**config.mk**
```make
export PLATFORM = sky130hd
export DESIGN_NAME = spkr_ctl_port
export DESIGN_NICKNAME = d
export VERILOG_FILES = /design/src/rtl/spkr_pkg.sv /design/src/rtl/spkr_edge_det.sv /design/src/rtl/spkr_ctl_reg.sv /design/src/rtl/spkr_irq_latch.sv /design/src/rtl/spkr_ctl_port.sv
export SDC_FILE = /design/constraint.sdc
export NUM_CORES = 1
export LEC_CHECK = 0
export BUFFER_PORTS_ARGS = -buffer_cell sky130_fd_sc_hd__buf_2
export CORE_AREA = 3 3 40 42
export DETAILED_ROUTE_END_ITERATION = 7
export DIE_AREA = 0 0 43 45
export PLACE_DENSITY = 0.59
export SLEW_MARGIN = 20
export SYNTH_ARGS = -nofsm -noshare
export SYNTH_HDL_FRONTEND = slang
export SYNTH_SLANG_ARGS = --single-unit
export TNS_END_PERCENT = 100
```
**constraint.sdc**
```tcl
create_clock -name clk -period 0.8 [get_ports clk]
set_input_delay 0 -clock clk [delete_from_list [all_inputs] [get_ports clk]]
set_output_delay 0 -clock clk [all_outputs]
set_load 0.005 [all_outputs]
```
**src/rtl/spkr_pkg.sv**
```systemverilog
package spkr_pkg;
   localparam int unsigned BYTE_W     = 8;
   localparam int unsigned CTL_W      = 4;
   localparam int unsigned WB_GATE    = 0;
   localparam int unsigned WB_SPK     = 1;
   localparam int unsigned WB_PAR     = 2;
   localparam int unsigned WB_CHAN    = 3;
   localparam int unsigned WB_IRQ_CLR = 7;
   localparam int unsigned RB_REF     = 4;
   localparam int unsigned RB_T2      = 5;

   typedef struct packed {
      logic chan_en;
      logic par_en;
      logic spk_en;
      logic gate_en;
   } ctl_t;
endpackage

```
**src/rtl/spkr_edge_det.sv**
```systemverilog
module spkr_edge_det #(
   parameter int unsigned SYNC_STAGES = 0
) (
   input  logic clk,
   input  logic rst_n,
   input  logic in_i,
   output logic rise_o
);
   if (SYNC_STAGES > 4) begin : g_chk
      $error("spkr_edge_det: SYNC_STAGES above 4 is not supported");
   end

   logic [SYNC_STAGES:0] chain;
   logic                 prev_q;

   assign chain[0] = in_i;

   for (genvar i = 0; i < SYNC_STAGES; i++) begin : g_sync
      always_ff @(posedge clk) begin
         if (!rst_n) chain[i+1] <= 1'b0;
         else        chain[i+1] <= chain[i];
      end
   end

   always_ff @(posedge clk) begin
      if (!rst_n) prev_q <= 1'b0;
      else        prev_q <= chain[SYNC_STAGES];
   end

   assign rise_o = chain[SYNC_STAGES] & ~prev_q;

   p_rise_single_r8: assert property (@(posedge clk) disable iff (!rst_n)
      rise_o |=> !rise_o);
endmodule

```
**src/rtl/spkr_ctl_reg.sv**
```systemverilog
module spkr_ctl_reg #(
   parameter int unsigned CTL_W = 4
) (
   input  logic             clk,
   input  logic             rst_n,
   input  logic             we_i,
   input  logic [CTL_W-1:0] d_i,
   output logic [CTL_W-1:0] q_o
);
   always_ff @(posedge clk) begin
      if (!rst_n)    q_o <= '0;
      else if (we_i) q_o <= d_i;
   end

   p_idle_hold_r10: assert property (@(posedge clk) disable iff (!rst_n)
      !we_i |=> $stable(q_o));
   p_load_r2: assert property (@(posedge clk) disable iff (!rst_n)
      we_i |=> (q_o == $past(d_i)));
endmodule

```
**src/rtl/spkr_irq_latch.sv**
```systemverilog
module spkr_irq_latch (
   input  logic clk,
   input  logic rst_n,
   input  logic set_i,
   input  logic clr_i,
   output logic q_o
);
   always_ff @(posedge clk) begin
      if (!rst_n)      q_o <= 1'b0;
      else if (set_i)  q_o <= 1'b1;
      else if (clr_i)  q_o <= 1'b0;
   end

   p_irq_set_r6: assert property (@(posedge clk) disable iff (!rst_n)
      set_i |=> q_o);
   p_irq_hold_r6: assert property (@(posedge clk) disable iff (!rst_n)
      (q_o && !clr_i) |=> q_o);
   p_irq_clr_r7: assert property (@(posedge clk) disable iff (!rst_n)
      (clr_i && !set_i) |=> !q_o);
   p_irq_quiet_r6: assert property (@(posedge clk) disable iff (!rst_n)
      (!q_o && !set_i) |=> !q_o);
endmodule

```
**src/rtl/spkr_ctl_port.sv**
```systemverilog
module spkr_ctl_port
   import spkr_pkg::*;
#(
   parameter int unsigned DATA_W         = 8,
   parameter int unsigned SYNC_STAGES    = 0,
   parameter bit          READ_ZERO_IDLE = 1'b1
) (
   input  logic              clk,
   input  logic              rst_n,
   input  logic              wr_en,
   input  logic              rd_en,
   input  logic [DATA_W-1:0] wr_data,
   input  logic              tmr2_out,
   input  logic              tmr0_out,
   input  logic              refresh_req,
   output logic              tmr2_gate,
   output logic              spkr_out,
   output logic              irq0,
   output logic              par_chk_en,
   output logic              chan_chk_en,
   output logic [DATA_W-1:0] rd_data
);
   localparam int unsigned HI_W = DATA_W - RB_T2 - 1;

   if (DATA_W != BYTE_W) begin : g_chk_w
      $error("spkr_ctl_port: DATA_W must be 8");
   end

   ctl_t ctl_q;
   logic [CTL_W-1:0] ctl_bits;
   logic t0_rise, ref_rise, irq_clr, ref_tog_q;
   logic [DATA_W-1:0] status;

   spkr_ctl_reg #(.CTL_W(CTL_W)) u_ctl (
      .clk(clk), .rst_n(rst_n), .we_i(wr_en),
      .d_i(wr_data[CTL_W-1:0]), .q_o(ctl_bits)
   );
   assign ctl_q = ctl_t'(ctl_bits);

   spkr_edge_det #(.SYNC_STAGES(SYNC_STAGES)) u_t0_edge (
      .clk(clk), .rst_n(rst_n), .in_i(tmr0_out), .rise_o(t0_rise)
   );
   spkr_edge_det #(.SYNC_STAGES(SYNC_STAGES)) u_ref_edge (
      .clk(clk), .rst_n(rst_n), .in_i(refresh_req), .rise_o(ref_rise)
   );

   assign irq_clr = wr_en & wr_data[WB_IRQ_CLR];

   spkr_irq_latch u_irq (
      .clk(clk), .rst_n(rst_n), .set_i(t0_rise), .clr_i(irq_clr), .q_o(irq0)
   );

   always_ff @(posedge clk) begin
      if (!rst_n)        ref_tog_q <= 1'b0;
      else if (ref_rise) ref_tog_q <= ~ref_tog_q;
   end

   assign tmr2_gate   = ctl_q.gate_en;
   assign spkr_out    = tmr2_out & ctl_q.spk_en;
   assign par_chk_en  = ctl_q.par_en;
   assign chan_chk_en = ctl_q.chan_en;

   assign status = {{HI_W{1'b0}}, tmr2_out, ref_tog_q, ctl_bits};

   if (READ_ZERO_IDLE) begin : g_rd_gated
      assign rd_data = rd_en ? status : '0;
   end else begin : g_rd_open
      logic unused_rd;
      assign unused_rd = rd_en;
      assign rd_data   = status;
   end

   p_tog_flip_r8: assert property (@(posedge clk) disable iff (!rst_n)
      ref_rise |=> (ref_tog_q != $past(ref_tog_q)));
   p_tog_hold_r8: assert property (@(posedge clk) disable iff (!rst_n)
      !ref_rise |=> $stable(ref_tog_q));
   p_spk_needs_t2_r5: assert property (@(posedge clk) disable iff (!rst_n)
      spkr_out |-> (tmr2_out && tmr2_gate == ctl_bits[WB_GATE]));
endmodule

```
Word level (Yosys, flattened, before mapping)
Index checks and enable logic that the tools add are counted.
- word-level logic and storage cells: 16
- register bits: 8
- bits of input ports: 15
- output and inout bits: 13
- multiplexer cells: 3
- bitwise gates (word level): 7
- reduce and logical (&&, ||, !) cells: 1
- operator list (cell ; number):
    $mux W6 ; 1
    $and A1 B1 Y1 ; 4
    $not A1 Y1 ; 3
    $mux W1 ; 2
    $reduce_bool A2 Y1 ; 1

Longest topological paths before layout
Gate-level depths: netlist of the first run.
- depth in word-level cells: 3
- mapped depth: 3
- gate-level depth less buffers: 2

Hierarchy
Synthesis of the first run repeated with hierarchy kept, for this count alone.
- cells, all modules: 36
- area, all modules: 382.9 um^2
- modules (own cells, without submodules) (module ; seq. area each (um^2) ; area each (um^2) ; cells each ; times used):
    spkr_ctl_reg ; 80.1 ; 156.4 ; 13 ; 1
    spkr_ctl_port ; 20.0 ; 105.1 ; 14 ; 1
    spkr_edge_det ; 20.0 ; 40.0 ; 3 ; 2
    spkr_irq_latch ; 20.0 ; 41.3 ; 3 ; 1

Worst setup path after synthesis of the first run
OpenSTA, ideal clock, no wires.
- kind: reg2reg
- start: register u_t0_edge.prev_q
- end: register u_irq.q_o
- path slack: 0.086 ns
- path buffers: 0
- clock period less this slack: 0.714 ns
- stages on the path, launching flop included: 3
- data arrival time: 0.598 ns
- required time: 0.685 ns
- library setup time: 0.115 ns
- cells stage by stage: dfxtp_1 -> and3b_1 -> a31o_1
- word-level cells in the longest chain between the ends: 3
- elaborated cells between the ends (all ways): 4
- classes of those cells: 1 x mux; 2 x bitwise; 1 x reduce/logical
- RTL lines (item ; line ; source):
    from (decl) ; spkr_edge_det.sv:14 ; logic prev_q;
    from (signal assigned) ; spkr_edge_det.sv:27 ; else prev_q <= chain[SYNC_STAGES];
    $not A1 Y1 * ; spkr_edge_det.sv:30 ; assign rise_o = chain[SYNC_STAGES] & ~prev_q;
    $and A1 B1 Y1 * ; spkr_edge_det.sv:30 ;
    $mux W1 / $reduce_bool A2 Y1 (equally long branches) ; - ;
    to (signal assigned) ; spkr_irq_latch.sv:9 ; if (!rst_n) q_o <= 1'b0;
    to (signal assigned) ; spkr_irq_latch.sv:10 ; else if (set_i) q_o <= 1'b1;
    to (signal assigned) ; spkr_irq_latch.sv:11 ; else if (clr_i) q_o <= 1'b0;
    to (decl) ; spkr_irq_latch.sv:6 ; output logic q_o
Mark *: on every way between the ends. The rest lies on a longest branch, timed or not.
A chain may end at the register's enable or synchronous reset.

Worst setup path after layout of the first run
- start: register u_ctl.q_o[1]
- end: output port spkr_out
- word-level cells in the longest chain between the ends: 1
- RTL lines (item ; line ; source):
    from (decl) ; spkr_ctl_reg.sv:8 ; output logic [CTL_W-1:0] q_o
    from (signal assigned) ; spkr_ctl_reg.sv:12 ; else if (we_i) q_o <= d_i;
    $and A1 B1 Y1 ; spkr_ctl_port.sv:59 ; assign spkr_out = tmr2_out & ctl_q.spk_en;
    to (decl) ; spkr_ctl_port.sv:17 ; output logic spkr_out,
No other way between the ends.

==> results.tsv, run 1 <==
stage	metric	value	unit
setup_path	cp-start-kind	register	
setup_path	crit_type	register to output port	
clocking	clockRootBuffer	clkbuf_4	
setup_path	crit_required	0.80	ns
drt	vias_per_cell	4.23	
timing	drv_slew	0	
timing	setup_violations	6	
clocking	clk_pin_slew_worst_paths	0.05	ns
synthesis	synth_warnings	0	
layout	final_layout_size_suffix_gt1_share	54.0	%
die	coreArea	0.00128	sq mm
setup_path	ff2ff_path_depth	3	
placed_design	place_ws	0.0753	ns
setup_path	cp_max_fo	3	
run_status	violations	negative setup slack	
drt	drt-initial-drc-count	1	
timing	fin_skew	0.0000337	ns
power_and_ir_drop	pwr-share-comb	16.4	%
power_and_ir_drop	vdd_drop_max	808	uV
die	die_area	0.00194	sq mm
timing	period_needed	0.806	ns
synthesis	syn_inst	36	
clocking	cts_made_buffers	3	
power_and_ir_drop	power_frac_clock	34.1	%
drt	post-route-drc-count	0	
power_and_ir_drop	pwr-share-seq	49.5	%
timing	rsz0062_at_grt	yes	
placed_design	gp_congestion	0.591	
setup_path	crit_end	spkr_out	
setup_path	end_kind	output port	
setup_path	arrival	0.81	ns
drt	ant_nets	0	
global_routing	grt_pass1_vias	291	
run_status	run_status	finished with violations	
synthesis	ys_seq_elements	8	
global_routing	grt_antenna_before_repair	0	
clocking	cts.sinks	8	
power_and_ir_drop	leakagePower	0.284	nW
clocking	clock_latency	0.25	ns
synthesis	seq_area_frac_synth	44.8	%
layout	diodes	0	
synthesis	syn_area_per_cell	9.94	sq um
layout	area_growth	51.7	%
setup_path	r2r_end	ref_tog_q$_SDFFE_PN0P_	
die	die_width	43	um
timing	finalCritPeriodShare	101	%
global_routing	grt_max_degree	11	
timing	hold_viol	0	
drt	dr.pass1.iters	2	
run	maxCapViolations	0	
drt	vias	330	
power_and_ir_drop	switching_share	22.4	%
drt	wl_per_cell	9.55	um
placed_design	portBuffers	22	
global_routing	grt_usage	8.79	%
power_and_ir_drop	report.power.total	0.000890	W
die	start_util	27.8	%
power_and_ir_drop	p_int	0.000691	W
power_and_ir_drop	power_density	1640	mW/mm^2
layout	nets	80	
die	ioPinCount	28	
die	die_h	45	um
power_and_ir_drop	netSwitchingPower	0.000199	W
global_routing	grt-ovfl-total	0	
die	num_rows	13	
timing	layout_setup_ws	-0.00554	ns
clocking	cts_buffer_depth	2	
synthesis	synthesis.area	358	sq um
layout	post-route-util	42.3	%
timing	max_freq	1240	MHz
timing	fin_hold_ws	0.00772	ns
setup_path	r2r_slack	0.07	ns
clocking	cts_tree	yes	
drt	wl	745	um
synthesis	synth.distinct_cells	12	
global_routing	grt_pass1_wl	1180	um
clocking	htree_num_levels	1	
setup_path	cp-startpoint	u_ctl.q_o[1]$_SDFFE_PN0P_	
worst_hold_path	hold_class	input port to register	
setup_path	worstReg2RegStart	ref_tog_q$_SDFFE_PN0P_	
-- critical path, stage by stage, from the launching register on --
cell and delay, ns:
dfxtp_2 0.32, and2_1 0.12, buf_2 0.12
-- worst min-delay path by stage --
stage | slack, ns | from | depth (start not counted) | endpoint
final | 0.008 | wr_data[1] | 3 | u_ctl.q_o[1]$_SDFFE_PN0P_
after global routing | 0.02 | wr_data[1] | 3 | u_ctl.q_o[1]$_SDFFE_PN0P_
after CTS | 0.007 | wr_data[1] | 3 | u_ctl.q_o[1]$_SDFFE_PN0P_
after detailed placement | 0.24 | tmr0_out | 2 | u_t0_edge.prev_q$_SDFF_PN0_
after global placement | 0.23 | tmr0_out | 2 | u_t0_edge.prev_q$_SDFF_PN0_
after floorplan | 0.11 | tmr2_out | 1 | rd_data[5]
-- logic make-up (layout without fill, tap and decap cells) --
family,Yosys count,in the layout,share of synthesized area (%)
other cells,1,2,1.05
flops,8,8,44.8
simple gates,18,18,32.9
mux,4,4,11.2
buf+inv,3,29,6.29
compound gates,2,2,3.85
-- power by group through the flow --
stage,clock [W],combinational [W],sequential (W)
detailed placement,0,0.000125,0.000446
floorplan,0,0.0000679,0.000447
global placement,0,0.000123,0.000446
CTS,0.000317,0.000143,0.000440
global route,0.000335,0.000165,0.000443
finish,0.000303,0.000146,0.000440
-- routing by layer --
layer / GRT usage [%] / part of all wire [%] / vias to the layer above
li1: - / - / 168
met1: 9.54 / 41 / 142
met2: 14.1 / 46 / 20
met3: 2.79 / 12 / 0
met4: 7.23 / 0 / 0
met5: 0 / 0 / -
-- synth_stat cells --
master / instances / area share, %
conb_1: 1 / 1.0
nand4bb_1: 1 / 3.1
buf_4: 3 / 6.3
a31o_1: 1 / 2.4
and2_1: 7 / 12
dfxtp_1: 8 / 45
nor2b_1: 5 / 8.7
mux2i_1: 4 / 11
nand2_1: 2 / 2.1
and2_2: 2 / 4.2
and3b_1: 1 / 2.4
o21ai_0: 1 / 1.4
-- final cells by class --
| cell class | count | area [sq um] |
|---|---|---|
| Timing Repair Buffer | 26 | 154 |
| Fill cell | 127 | 742 |
| Multi-Input combinational cell | 26 | 181 |
| Clock buffer | 3 | 22.5 |
| Sequential cell | 8 | 166 |
| Tap cell | 15 | 18.8 |
-- registers in the layout, summed over array words and instances (netlist names) --
signal             flops
u_ctl.q_o              4
u_t0_edge.prev_q       1
u_irq.q_o              1
ref_tog_q              1
u_ref_edge.prev_q      1
-- cells in the final DEF (no fill, tap or decap) --
master	n
dfxtp_1	3
nand4bb_1	1
clkbuf_4	3
o21ai_1	1
dlygate4sd3_1	3
and3b_1	1
dfxtp_2	5
and2_2	2
buf_6	1
mux2i_1	4
and2_4	1
and2_1	6
nor2b_1	5
buf_2	21
a31o_1	1
nand2_1	2
buf_4	1
conb_1	2
-- what timing repair did --
| item | CTS | global route |
|---|---|---|
| hold buffers | 3 | 0 |
| endpoints found under the setup margin | 6 | 7 |
| endpoints found under the hold margin | 3 | 0 |
| gates resized for setup | 4 | 4 |
| pin swaps | 0 | 0 |
| setup buffers | 1 | 0 |
-- per-stage QoR --
stage | instances | area, sq um | setup TNS (ns)
detailed placement | 71 | 468 | 0
CTS | 78 | 533 | -0.0925
global route | 78 | 543 | -0.207
finish | 78 | 543 | -0.0243
global placement | 71 | 468 | 0
floorplan | 37 | 362 | 0
Power figures use the tool's default switching activity.
==> inputs of run 2 (changes only) <==
--- a/config.mk
+++ b/config.mk
@@ -6,9 +6,10 @@
 export NUM_CORES = 1
 export LEC_CHECK = 0
 export BUFFER_PORTS_ARGS = -buffer_cell sky130_fd_sc_hd__buf_2
-export CORE_AREA = 3 3 40 42
+export CORE_AREA = 2 2 39 41
+export CTS_CLUSTER_DIAMETER = 100
 export DETAILED_ROUTE_END_ITERATION = 7
-export DIE_AREA = 0 0 43 45
+export DIE_AREA = 0 0 41 43
 export PLACE_DENSITY = 0.59
 export SLEW_MARGIN = 20
 export SYNTH_ARGS = -nofsm -noshare
==> results.tsv, run 2 (synthesis gave the netlist of run 1 again) <==
stage	metric	value	unit	change
run_status	run_status	finished, final reports clean		
setup_path	r2r_end	u_irq.q_o$_SDFFE_PN0P_		
drt	drt-initial-drc-count	1		unchanged
layout	nFillCells	136		+7.1%
clocking	cts_tree	yes		
drt	ant_nets	0		unchanged
drt	vias_per_cell	3.96		-6.4%
clocking	clock_latency	0.24	ns	about the same
clocking	cts_buffer_depth	2		unchanged
drt	wl_per_cell	8.13	um	-15%
drt	dr.pass1.iters	2		unchanged
die	coreArea	0.00138	sq mm	+7.7%
power_and_ir_drop	report.power.total	0.000886	W	-0.41%
placed_design	place_ws	0.0749	ns	-0.000393 ns
die	die_width	41	um	-4.7%
layout	multi_input_area	194	sq um	+6.9%
setup_path	end_kind	output port		
clocking	cts.sinks	8		unchanged
setup_path	cp-start-kind	register		
timing	setup_violations	0		-6
worst_hold_path	hold_class	input port to register		
layout	regMostFlops	u_ctl.q_o		
global_routing	grt_usage	8.16	%	-0.63 points
power_and_ir_drop	vdd_drop_max	813	uV	+0.62%
power_and_ir_drop	power_density	1550	mW/mm^2	-5.2%
die	num_rows	14		+1
timing	finalCritPeriodShare	99.0	%	-1.7 points
die	die_area	0.00176	sq mm	-8.9%
layout	diodes	0		unchanged
global_routing	grt-ovfl-total	0		unchanged
layout	final_cell_mix	16 x buf_2, 6 x and2_4, 6 x buf_6		
clocking	clockRootBuffer	clkbuf_4		
layout	post-route-util	41.2	%	-1.0 points
setup_path	crit_type	register to output port		
layout	regArea	166	sq um	unchanged
setup_path	arrival	0.79	ns	-0.02 ns
clocking	clk_pin_slew_worst_paths	0.05	ns	about the same
setup_path	ff2ff_path_depth	2		-1
global_routing	grt_max_degree	11		unchanged
global_routing	grt_pass1_vias	226		-22%
timing	hold_viol	0		unchanged
setup_path	cp-startpoint	ref_tog_q$_SDFFE_PN0P_		
clocking	cts_made_buffers	3		unchanged
global_routing	grt_pass1_wl	924	um	-22%
layout	area_growth	59.4	%	
setup_path	worstReg2RegStart	u_t0_edge.prev_q$_SDFF_PN0_		
die	ioPinCount	28		unchanged
setup_path	r2r_slack	0.07	ns	about the same
clocking	htree_num_levels	1		unchanged
placed_design	gp_congestion	0.627		+6.1%
layout	nets	78		-2.5%
timing	rsz0062_at_grt	yes		
layout	final_common_cell	buf_2		
power_and_ir_drop	leakagePower	0.286	nW	+0.85%
placed_design	portBuffers	22		unchanged
timing	layout_setup_ws	0.00819	ns	+0.0137 ns
die	die_h	43	um	-4.4%
drt	wl	626	um	-16%
timing	drv_slew	0		unchanged
timing	period_needed	0.792	ns	-0.0137 ns
die	start_util	25.9	%	-2.0 points
timing	tns	0	ns	+0.0243 ns
drt	vias	305		-7.6%
run	maxCapViolations	0		unchanged
timing	max_freq	1260	MHz	+1.7%
layout	largest_reg_flops	4		unchanged
timing	fin_skew	0.0000360	ns	+0.00000225 ns
global_routing	grt_antenna_before_repair	0		unchanged
layout	final_layout_size_suffix_gt1_share	62.3	%	+8.3 points
drt	post-route-drc-count	0		unchanged
setup_path	crit_end	rd_data[4]		
setup_path	crit_required	0.80	ns	about the same
setup_path	cp_max_fo	3		unchanged
==> run 2: layer usage <==
layer | track usage [%] | wire, um | up-vias
met5 | 0 | 0 | -
met4 | 2.00 | 0 | 0
met3 | 7.85 | 89 | 0
met2 | 11.3 | 253 | 20
met1 | 8.77 | 283 | 121
li1 | - | - | 164
==> run 2: worst min-delay path by stage <==
stage                from                     endpoint  slack (ns)  cells after the start
3_5_place_dp     tmr0_out  u_t0_edge.prev_q$_SDFF_PN0_        0.24                      2
3_3_place_gp     tmr0_out  u_t0_edge.prev_q$_SDFF_PN0_        0.24                      2
5_1_grt        wr_data[1]    u_ctl.q_o[1]$_SDFFE_PN0P_        0.02                      3
4_1_cts        wr_data[2]    u_ctl.q_o[2]$_SDFFE_PN0P_       0.007                      3
2_1_floorplan    tmr2_out                   rd_data[5]        0.11                      1
6_report       wr_data[2]    u_ctl.q_o[2]$_SDFFE_PN0P_        0.01                      3
==> run 2: through the flow <==
step           instance area (sq um)  hold slack [ns]  cells
6_report                         571           0.0124     77
3_3_place_gp                     469            0.235     72
4_1_cts                          514          0.00685     77
3_5_place_dp                     469            0.238     72
2_1_floorplan                    362            0.110     37
5_1_grt                          571           0.0239     77
==> run 2: power breakdown <==
part           internal (W)  leakage, nW  switching [W]
combinational      0.000102        0.204      0.0000542
clock              0.000170       0.0138       0.000118
sequential         0.000429       0.0681      0.0000127
==> run 2: what timing repair did <==
action | 4_1_cts | 5_1_grt
endpoints found under the setup margin | 6 | 6
resized for setup | 2 | 15
buffers inserted | 0 | 0
hold endpoints to repair | 2 | 0
hold buffers | 2 | 0
pin swaps | 0 | 0
==> run 2: cell type report <==
cell class	instances	area share, %
Multi-Input combinational cell	26	34.0
Tap cell	16	3.51
Timing Repair Buffer	24	29.4
Clock buffer	3	3.95
Sequential cell	8	29.2
==> run 2: critical path, cell delays in order (launching register included) <==
cell and delay, ns:
dfxtp_2 0.32, and2_4 0.13, buf_6 0.10
